$ cat src/rtl/ssc_pkg.sv
package ssc_pkg;
  typedef enum logic {ST_IDLE, ST_FILL} ssc_state_e;
endpackage

$ cat src/rtl/ssc_table.sv
module ssc_table #(
  parameter int N  = 32,
  parameter int IW = 5,
  parameter int AW = 16
) (
  input  logic          clk,
  input  logic          we,
  input  logic [IW-1:0] widx,
  input  logic [AW-1:0] wdata,
  input  logic [IW-1:0] ridx,
  output logic [AW-1:0] rdata
);
  logic [AW-1:0] ent [N];

  always_ff @(posedge clk) begin
    if (we) ent[widx] <= wdata;
  end

  assign rdata = ent[ridx];
endmodule

$ cat src/rtl/ssc_store.sv
module ssc_store #(
  parameter int DEPTH = 128,
  parameter int AW    = 7,
  parameter int DW    = 16
) (
  input  logic          clk,
  input  logic          we,
  input  logic [AW-1:0] waddr,
  input  logic [DW-1:0] wdata,
  input  logic [AW-1:0] raddr,
  output logic [DW-1:0] rdata
);
  logic [DW-1:0] mem [DEPTH];

  always_ff @(posedge clk) begin
    if (we) mem[waddr] <= wdata;
    rdata <= mem[raddr];
  end
endmodule

$ cat src/rtl/ssc_lru.sv
module ssc_lru #(
  parameter int SEGS = 8,
  parameter int SW   = 3
) (
  input  logic            clk,
  input  logic            rst,
  input  logic            touch,
  input  logic [SW-1:0]   touch_seg,
  input  logic [SEGS-1:0] pinned,
  output logic [SW-1:0]   victim
);
  logic [SW-1:0] age [SEGS];
  logic          found;
  logic [SW-1:0] best_age;

  always_ff @(posedge clk) begin
    if (rst) begin
      for (int i = 0; i < SEGS; i++) age[i] <= SW'(SEGS - 1 - i);
    end else if (touch) begin
      for (int i = 0; i < SEGS; i++) begin
        if (SW'(i) == touch_seg) age[i] <= '0;
        else if (age[i] < age[touch_seg]) age[i] <= age[i] + 1'b1;
      end
    end
  end

  always_comb begin
    found    = 1'b0;
    best_age = '0;
    victim   = '0;
    for (int i = 0; i < SEGS; i++) begin
      if (!pinned[i] && (!found || age[i] > best_age)) begin
        found    = 1'b1;
        best_age = age[i];
        victim   = SW'(i);
      end
    end
  end
endmodule

$ cat src/rtl/ssc_stack.sv
module ssc_stack #(
  parameter int SEGS = 8,
  parameter int SW   = 3,
  parameter int DW   = 4
) (
  input  logic            clk,
  input  logic            rst,
  input  logic            push,
  input  logic [SW-1:0]   push_seg,
  input  logic            pop,
  output logic [SW-1:0]   top,
  output logic [DW-1:0]   depth,
  output logic [SEGS-1:0] pinned
);
  logic [SW-1:0] ent [SEGS];

  always_ff @(posedge clk) begin
    if (rst) begin
      depth <= '0;
      for (int i = 0; i < SEGS; i++) ent[i] <= '0;
    end else if (push) begin
      ent[SW'(depth)] <= push_seg;
      depth           <= depth + 1'b1;
    end else if (pop) begin
      depth <= depth - 1'b1;
    end
  end

  assign top = ent[SW'(depth - 1'b1)];

  always_comb begin
    pinned = '0;
    for (int k = 0; k < SEGS; k++) begin
      if (DW'(k) < depth) pinned[ent[k]] = 1'b1;
    end
  end
endmodule

$ cat src/rtl/ssc_top.sv
module ssc_top
  import ssc_pkg::*;
#(
  parameter int FN_CNT    = 32,
  parameter int SEGS      = 8,
  parameter int SEG_WORDS = 16,
  parameter int ADDR_W    = 16,
  parameter int DATA_W    = 16,
  localparam int FN_W  = $clog2(FN_CNT),
  localparam int SEG_W = $clog2(SEGS),
  localparam int OFS_W = $clog2(SEG_WORDS),
  localparam int DEP_W = $clog2(SEGS + 1)
) (
  input  logic              clk,
  input  logic              rst,
  input  logic              tbl_wr,
  input  logic [FN_W-1:0]   tbl_idx,
  input  logic [ADDR_W-1:0] tbl_addr,
  input  logic              call_req,
  input  logic [FN_W-1:0]   call_fn,
  input  logic              ret_req,
  input  logic              step,
  output logic              stall,
  output logic              err,
  output logic              act_valid,
  output logic [SEG_W-1:0]  act_seg,
  output logic [DEP_W-1:0]  chain_depth,
  output logic [DATA_W-1:0] instr,
  output logic              rd_valid,
  output logic [ADDR_W-1:0] rd_addr,
  input  logic              rd_ready,
  input  logic [DATA_W-1:0] rd_data
);
  localparam logic [OFS_W-1:0] LAST_OFS = OFS_W'(SEG_WORDS - 1);

  ssc_state_e        state;
  logic [SEGS-1:0]   seg_vld;
  logic [FN_W-1:0]   seg_fn [SEGS];
  logic [OFS_W-1:0]  ptr    [SEGS];
  logic [OFS_W-1:0]  cnt;
  logic [SEG_W-1:0]  fill_seg;
  logic [ADDR_W-1:0] base_addr;
  logic [SEG_W-1:0]  top, victim, hit_seg, push_seg;
  logic [DEP_W-1:0]  depth;
  logic [SEGS-1:0]   pinned;
  logic              hit, idle, full;
  logic              call_go, call_bad, call_hit, call_miss;
  logic              ret_go, ret_bad, ret_ok, step_go;
  logic              fill_acc, fill_done, push;

  ssc_table #(.N(FN_CNT), .IW(FN_W), .AW(ADDR_W)) u_table (
    .clk(clk), .we(tbl_wr), .widx(tbl_idx), .wdata(tbl_addr),
    .ridx(call_fn), .rdata(base_addr)
  );

  ssc_stack #(.SEGS(SEGS), .SW(SEG_W), .DW(DEP_W)) u_stack (
    .clk(clk), .rst(rst), .push(push), .push_seg(push_seg), .pop(ret_ok),
    .top(top), .depth(depth), .pinned(pinned)
  );

  ssc_lru #(.SEGS(SEGS), .SW(SEG_W)) u_lru (
    .clk(clk), .rst(rst), .touch(push), .touch_seg(push_seg),
    .pinned(pinned), .victim(victim)
  );

  ssc_store #(.DEPTH(SEGS * SEG_WORDS), .AW(SEG_W + OFS_W), .DW(DATA_W)) u_store (
    .clk(clk), .we(fill_acc), .waddr({fill_seg, cnt}), .wdata(rd_data),
    .raddr({top, ptr[top]}), .rdata(instr)
  );

  always_comb begin
    hit     = 1'b0;
    hit_seg = '0;
    for (int i = 0; i < SEGS; i++) begin
      if (seg_vld[i] && seg_fn[i] == call_fn) begin
        hit     = 1'b1;
        hit_seg = SEG_W'(i);
      end
    end
  end

  assign idle      = (state == ST_IDLE);
  assign full      = (depth == DEP_W'(SEGS));
  assign call_go   = idle && call_req;
  assign call_bad  = call_go && (full || (hit && pinned[hit_seg]));
  assign call_hit  = call_go && !call_bad && hit;
  assign call_miss = call_go && !call_bad && !hit;
  assign ret_go    = idle && !call_req && ret_req;
  assign ret_bad   = ret_go && (depth == '0);
  assign ret_ok    = ret_go && (depth != '0);
  assign step_go   = idle && !call_req && !ret_req && step && (depth != '0);
  assign fill_acc  = (state == ST_FILL) && rd_valid && rd_ready;
  assign fill_done = fill_acc && (cnt == LAST_OFS);
  assign push      = call_hit || fill_done;
  assign push_seg  = call_hit ? hit_seg : fill_seg;

  always_ff @(posedge clk) begin
    if (rst) begin
      state    <= ST_IDLE;
      seg_vld  <= '0;
      cnt      <= '0;
      fill_seg <= '0;
      rd_valid <= 1'b0;
      rd_addr  <= '0;
      err      <= 1'b0;
      for (int i = 0; i < SEGS; i++) begin
        ptr[i]    <= '0;
        seg_fn[i] <= '0;
      end
    end else begin
      err <= call_bad || ret_bad;
      if (call_hit) ptr[hit_seg] <= '0;
      if (step_go) ptr[top] <= (ptr[top] == LAST_OFS) ? '0 : ptr[top] + 1'b1;
      if (call_miss) begin
        state            <= ST_FILL;
        fill_seg         <= victim;
        seg_vld[victim]  <= 1'b0;
        seg_fn[victim]   <= call_fn;
        cnt              <= '0;
        rd_valid         <= 1'b1;
        rd_addr          <= base_addr;
      end
      if (fill_acc) begin
        if (fill_done) begin
          state             <= ST_IDLE;
          rd_valid          <= 1'b0;
          seg_vld[fill_seg] <= 1'b1;
          ptr[fill_seg]     <= '0;
        end else begin
          cnt     <= cnt + 1'b1;
          rd_addr <= rd_addr + 1'b1;
        end
      end
    end
  end

  assign stall       = (state == ST_FILL);
  assign act_valid   = (depth != '0);
  assign act_seg     = top;
  assign chain_depth = depth;
endmodule

$ cat config.mk
export PLATFORM = sky130hd
export DESIGN_NAME = ssc_top
export DESIGN_NICKNAME = d
export VERILOG_FILES = /design/src/rtl/ssc_pkg.sv /design/src/rtl/ssc_table.sv /design/src/rtl/ssc_store.sv /design/src/rtl/ssc_lru.sv /design/src/rtl/ssc_stack.sv /design/src/rtl/ssc_top.sv
export SDC_FILE = /design/constraint.sdc
export NUM_CORES = 2
export LEC_CHECK = 0
export CAP_MARGIN = 20
export CORE_ASPECT_RATIO = 0.7
export CORE_MARGIN = 8
export CORE_UTILIZATION = 53
export CTS_CLUSTER_DIAMETER = 50
export DETAILED_ROUTE_END_ITERATION = 12
export PLACE_DENSITY = 0.71
export RECOVER_POWER = 25
export SLEW_MARGIN = 20
export SYNTH_ARGS = -nofsm -noshare
export SYNTH_HDL_FRONTEND = slang
export SYNTH_SLANG_ARGS = --single-unit
$ cat constraint.sdc
create_clock -name clk -period 10.35 [get_ports clk]
set_input_delay 2.07 -clock clk [delete_from_list [all_inputs] [get_ports clk]]
set_output_delay 2.07 -clock clk [all_outputs]
set_load 0.02 [all_outputs]
### Word-level counts from Yosys, hierarchy flattened

Memory sizes are Yosys's and may differ from the RTL's. A register that Yosys moved wholly into a read port is not among the register bits.
Cells that the tools add are included.

* $add $sub $neg: 13
* multiply operators: 0
* divide/modulo/power cells: 0
* $lt $le $gt $ge: 44
* eq/ne operators: 18
* shift-type cells: 0
* muxes and demuxes: 211
* bitwise logic cells: 27
* reductions and logical operators: 77

Operators by type and width (count)
* 1-bit two-way mux: 133
* 3-bit two-way mux: 40
* 8-bit two-way mux: 12
* 8-bit bitwise OR: 8
* 16-bit two-way mux: 3
* 3-bit by 4-bit less-than comparator with 1-bit output (second input constant): 11
* 1-bit logical AND: 41
* 5-bit equality test: 8
* 4-bit two-way mux: 9
* 1-bit demux with 3-bit select: 10
* 3-bit by 1-bit greater-or-equal comparator with 1-bit output (second input constant): 10
* 3-bit by 1-bit adder with 3-bit output (second input constant): 8
* 3-bit less-than comparator: 8
* 3-bit greater-than comparator: 7
* 1-bit logical NOT: 17
* 16-bit by 1-bit adder with 16-bit output (second input constant): 1
* 3-bit by 4-bit less-than comparator with 1-bit output (first input constant): 4
* 1-bit bitwise OR: 16
* 4-bit by 1-bit adder with 4-bit output (second input constant): 3
* 3-bit equality test (first input constant): 4
* 4-bit equality test (second input constant): 3
* 4-bit OR reduction: 3
* 1-bit logical OR: 10
* 8-bit bitwise AND: 1
* other kinds (16): 20

* bits in registers: 38
* latch bits: 0
* RAM bits: 2680
* bits in read-only memories: 0
* input bits: 49
* memories kept: 6

Memories
* u_store.mem: words 128, bits a word 16, read ports 1, clocked after memory_dff 1, write ports 1, line ssc_store.sv:13 `logic [DW-1:0] mem [DEPTH];`
* u_table.ent: words 32, bits a word 16, read ports 1, clocked after memory_dff 0, write ports 1, line ssc_table.sv:13 `logic [AW-1:0] ent [N];`
* seg_fn: words 8, bits a word 5, read ports 8, clocked after memory_dff 0, write ports 8, line ssc_top.sv:38 `logic [FN_W-1:0] seg_fn [SEGS];`
* ptr: words 8, bits a word 4, read ports 1, clocked after memory_dff 0, write ports 8, line ssc_top.sv:39 `logic [OFS_W-1:0] ptr [SEGS];`
* u_lru.age: words 8, bits a word 3, read ports 9, clocked after memory_dff 0, write ports 8, line ssc_lru.sv:12 `logic [SW-1:0] age [SEGS];`
* u_stack.ent: words 8, bits a word 3, read ports 9, clocked after memory_dff 0, write ports 8, line ssc_stack.sv:15 `logic [SW-1:0] ent [SEGS];`

### Depth between registers and ports, before layout

An unclocked memory read counts as a cell.

* depth after elaboration: 60
* depth in mapped cells: 64

### Modules after synthesis

Synthesis repeated with hierarchy kept, for this count alone.

* cell total of the unflattened synthesis: 5293
* area total of the unflattened synthesis: 109176.0 um^2

Modules (own cells, without submodules)
* ssc_store: times used 1, cells each 3086, area an instance 78522.8 um^2
* ssc_table: times used 1, cells each 1127, area an instance 20215.6 um^2
* ssc_top: times used 1, cells each 555, area an instance 5572.8 um^2
* ssc_lru: times used 1, cells each 297, area an instance 2733.9 um^2
* ssc_stack: times used 1, cells each 228, area an instance 2130.8 um^2

### Worst setup path after synthesis

Ideal clock, no wire load.

* path kind: reg-to-reg
* start: reg u_stack.depth[0]
* end: mem seg_fn[2][0] (netlist bit), enable pin
* arrival: 11047 ps
* setup slack: -1076 ps
* stages on the path, launching flop included: 63
* path buffers: 1
* clock period less this slack: 11426 ps
* path through: dfxtp_1 -> buf_4 -> inv_1 -> ha_1 -> nor2b_1 -> o21bai_1 -> o32ai_1 -> nor4_4 -> nand2_1 -> ha_1 -> nor2b_1 -> o21a_1 -> o21ai_0 -> a21boi_2 -> a22oi_1 -> ha_1 -> a21o_1 -> a21oi_1 -> [27 not listed] -> a21o_1 -> a21oi_1 -> a31oi_1 -> a31oi_1 -> nor2_1 -> inv_1 -> o211ai_1 -> o21ai_0 -> ha_1 -> nor2b_1 -> o21a_1 -> o21ai_0 -> inv_1 -> a31oi_1 -> o22a_1 -> nor2b_1 -> o21ai_0 -> o31ai_1

RTL lines
* start, declared: line ssc_stack.sv:12 `output logic [DW-1:0] depth,`
* start signal, assigned: line ssc_stack.sv:23 `depth <= depth + 1'b1;`
* start signal, assigned: line ssc_stack.sv:25 `depth <= depth - 1'b1;`
* end, declared: line ssc_top.sv:38

==> impl_summary.log <==
INFO  metric vias = 70900
INFO  metric comb_power_share = 0.096
INFO  metric floorplan.die.width = 563 microns
INFO  metric core_region_area = 208000 sq um
INFO  metric power_density = 187 nW/um^2
INFO  metric layout.nets = 8163
INFO  metric cell_type_with_the_largest_total_area_after_synthesis = sky130_fd_sc_hd__edfxtp_1
INFO  metric number_of_core_rows = 140
INFO  metric grt_pass1_vias = 66300
INFO  metric seq_area_frac_synth = 0.736
INFO  metric setup_ws_pre_cts = -452 ps
INFO  metric grt_overflow = 0
INFO  metric min_path_type = reg -> reg
INFO  metric io_buffers = 91
INFO  metric final_cells = 11000
INFO  metric numPlacedInstances = 10500
INFO  metric post_route_cells_drive_above_1_share = 0.131
INFO  metric place.gp.congestion = 0.903
INFO  metric failed_checks = max-capacitance violations, max-slew violations, negative setup slack
INFO  metric cpMaxStageDelayCell = sky130_fd_sc_hd__dfxtp_4
INFO  metric async_flop_share = 0
INFO  metric synth_edf_count = 2680
INFO  metric global_route.usage.total = 0.265
INFO  metric grt_start_max_net_pins = 164
INFO  metric rr_worst_depth = 63
INFO  metric finalWirelength = 306000 microns
INFO  metric synth.yosys.warnings = 0
INFO  metric setup.worst_path.class = reg -> reg
INFO  metric power.leakage = 41.3 nW
INFO  metric achievable-frequency = 0.0946 GHz
INFO  metric period_share = 1.02
INFO  metric detail_route.first_pass.iterations = 9
INFO  metric rsz0062_at_grt = yes
INFO  metric boundaryPins = 92
INFO  metric holdPathStages = 2
INFO  metric synthesis.area_per_instance = 14.2 sq um
INFO  metric synthToLayoutAreaGrowth = 12.3%
INFO  metric initial_utilization = 0.533
INFO  metric worst_path_largest_cell_delay = 370 ps
INFO  metric antenna_found_initial = 7
INFO  metric dp_hpwl = 179000 microns
INFO  metric period_minus_slack = 10570 ps
INFO  metric cts.path.max_buffers = 4
INFO  metric tritoncts = done
INFO  metric postSynthRegisterBits = 2734
INFO  metric cts.clk_slew.worst_paths = 60 ps
INFO  metric status = finished with violations
INFO  metric syn_area = 111000 sq um
INFO  metric post_dr_wirelength_cell = 27.7 microns
INFO  metric timing_worst_slew_pin_value = 3960 ps
INFO  metric cts_buffers = 249
INFO  metric setup_viol = 60
INFO  metric cp.required = 10940 ps
INFO  metric dominantRegCellSynth = sky130_fd_sc_hd__edfxtp_1
INFO  metric tns = -8360 ps
INFO  metric critPathArrivalTime = 11160 ps
INFO  metric cts.sinks = 2734
INFO  metric root_buf_cell = sky130_fd_sc_hd__clkbuf_16
INFO  metric insertion_delay = 880 ps
INFO  metric dieHeight = 399 microns
INFO  metric drt_iter0_drc = 11300
INFO  metric final-max-slew-violation-count = 959
INFO  metric synthesized_nets = 7914
INFO  metric worst_ir_drop_vdd = 158 uV
INFO  metric yosysTopAreaCellShare = 0.726
INFO  metric critical_path.startpoint_type = register
INFO  metric synth.cells.most_frequent = sky130_fd_sc_hd__edfxtp_1, sky130_fd_sc_hd__nand2_1, sky130_fd_sc_hd__nand3_1
INFO  metric critPathMaxFanout = 5
INFO  metric dieArea = 224000 sq um
INFO  metric synthesis.instances = 7814
INFO  metric cap_violations = 17
INFO  metric power.sequential.fraction = 0.527
INFO  metric clock_share_of_power = 0.377
INFO  metric ctsHtreeMaxLevel = 4
INFO  metric postRouteAntennaNets = 0
INFO  metric endpoint_kind = register
INFO  metric yosys.cell_types.count = 102
INFO  metric worst-r2r-setup-slack = -220 ps
INFO  metric post-synth-top-count-cell = sky130_fd_sc_hd__edfxtp_1
INFO  metric power_report.internal_total = 0.0177 W
INFO  metric power.share.switching = 0.239
INFO  metric setup_slack = -221 ps
INFO  metric drc = 0
INFO  metric net_switching_power_of_the_design = 0.00557 W
INFO  metric timing.final.hold_violations = 0
INFO  metric synthTopCellsByArea = sky130_fd_sc_hd__edfxtp_1, sky130_fd_sc_hd__nand2_1, sky130_fd_sc_hd__mux4_2
INFO  metric slew_headroom = -1.64
INFO  metric clock_skew = 41.1 ps
INFO  metric via_per_inst = 6.43
INFO  metric first_pass_grt_wire_length = 445000 microns
-- routing by layer --
metal  track usage  part of all wire  vias to the layer above
met5             0           0.00013                        -
met4        0.0725             0.028                        6
met3        0.0723              0.14                      506
met2         0.378              0.43                     4549
met1         0.401              0.40                    35600
li1              -                 -                    30200
-- logic make-up (layout without fill, tap and decap cells) --
kind of cell	after synthesis	in the layout	share of synthesized area
simple gates	3269	3269	0.130
flops	2734	2734	0.736
compound gates	896	896	0.0586
buf+inv	532	977	0.0208
mux	277	277	0.0442
xor+xnor	55	55	0.00452
fa+ha+maj	51	51	0.00576
other cells	0	1	0
-- through the flow --
stage          instance area [sq um]  power, W  hold slack (ps)  utilization
4_1_cts                       124000    0.0233              478        0.597
6_report                      124000    0.0233              478        0.599
2_1_floorplan                 111000    0.0137              434            -
3_5_place_dp                  116000    0.0146              469        0.558
5_1_grt                       124000    0.0239              503        0.599
3_3_place_gp                  116000    0.0145              458        0.558
-- cells in the final DEF (no fill, tap or decap), types with 36 or more instances in the layout --
master and count:
sky130_fd_sc_hd__nand2_1 1819, sky130_fd_sc_hd__a31oi_1 202, sky130_fd_sc_hd__clkinv_2 36, sky130_fd_sc_hd__and2_1 42, sky130_fd_sc_hd__edfxtp_1 2680, sky130_fd_sc_hd__clkdlybuf4s50_1 54
sky130_fd_sc_hd__clkbuf_16 252, sky130_fd_sc_hd__nor2_1 294, sky130_fd_sc_hd__nand3_1 613, sky130_fd_sc_hd__mux4_2 166, sky130_fd_sc_hd__a211oi_1 146, sky130_fd_sc_hd__mux2i_1 93
sky130_fd_sc_hd__ha_1 37, sky130_fd_sc_hd__clkinv_1 49, sky130_fd_sc_hd__nand4_1 184, sky130_fd_sc_hd__a32oi_1 107, sky130_fd_sc_hd__clkbuf_1 98, sky130_fd_sc_hd__a311oi_1 88
sky130_fd_sc_hd__and3_1 150, sky130_fd_sc_hd__o21ai_0 65, sky130_fd_sc_hd__dfxtp_1 50, sky130_fd_sc_hd__a21oi_1 82, sky130_fd_sc_hd__buf_4 366
-- sequential cells by signal, indices dropped and copies added, names as in the netlist, 4 cells and up --
register       flops
u_store.rdata     16
ptr               32
u_stack.depth      4
cnt                4
rd_addr           16
u_stack.ent       24
seg_fn            40
u_table.ent      512
u_store.mem     2048
u_lru.age         24
seg_vld            8
-- worst max-delay path, delay by kind of cell (launching register included) --
family	cells	cell delay (ps)
AO/OA/AOI/OAI	30	4050
adder cells (fa/ha/maj)	8	1840
AND/OR/NAND/NOR	10	1690
multiplexers	4	1220
buffers and inverters	11	1080
flip-flops	1	370
-- worst paths after layout --
check	startpoint	end
max reg2reg	u_stack.depth[1]$_SDFFE_PP0P_	seg_fn[3][3]$_SDFFCE_PN0P_
min	seg_vld[6]$_SDFF_PP0_	seg_vld[6]$_SDFF_PP0_
max	u_stack.depth[1]$_SDFFE_PP0P_	seg_fn[3][3]$_SDFFCE_PN0P_
min reg2reg	seg_vld[6]$_SDFF_PP0_	seg_vld[6]$_SDFF_PP0_
-- cell type report --
type,instances,area (sq um)
Antenna cell,1,2.50
Clock buffer,329,6650
Clock inverter,118,960
Fill cell,15300,83400
Inverter,45,194
Multi-Input combinational cell,4548,27700
Sequential cell,2734,81600
Tap cell,2769,3460
Timing Repair Buffer,485,3960
-- timing repair --
item	4_1_cts	5_1_grt
gates resized for setup	46	67
endpoints found under the hold margin	0	0
pin swaps	31	24
hold buffers	0	0
endpoints found under the setup margin	83	91
setup buffers	40	17
-- power by group through the flow --
stage	combinational [W]	clock (W)	sequential, W
2_1_floorplan	0.00115	0	0.0125
3_5_place_dp	0.00205	0	0.0125
4_1_cts	0.00212	0.00886	0.0123
5_1_grt	0.00238	0.00926	0.0123
3_3_place_gp	0.00201	0	0.0125
6_report	0.00224	0.00878	0.0123
No activity file was read; power rests on OpenSTA's default activity.
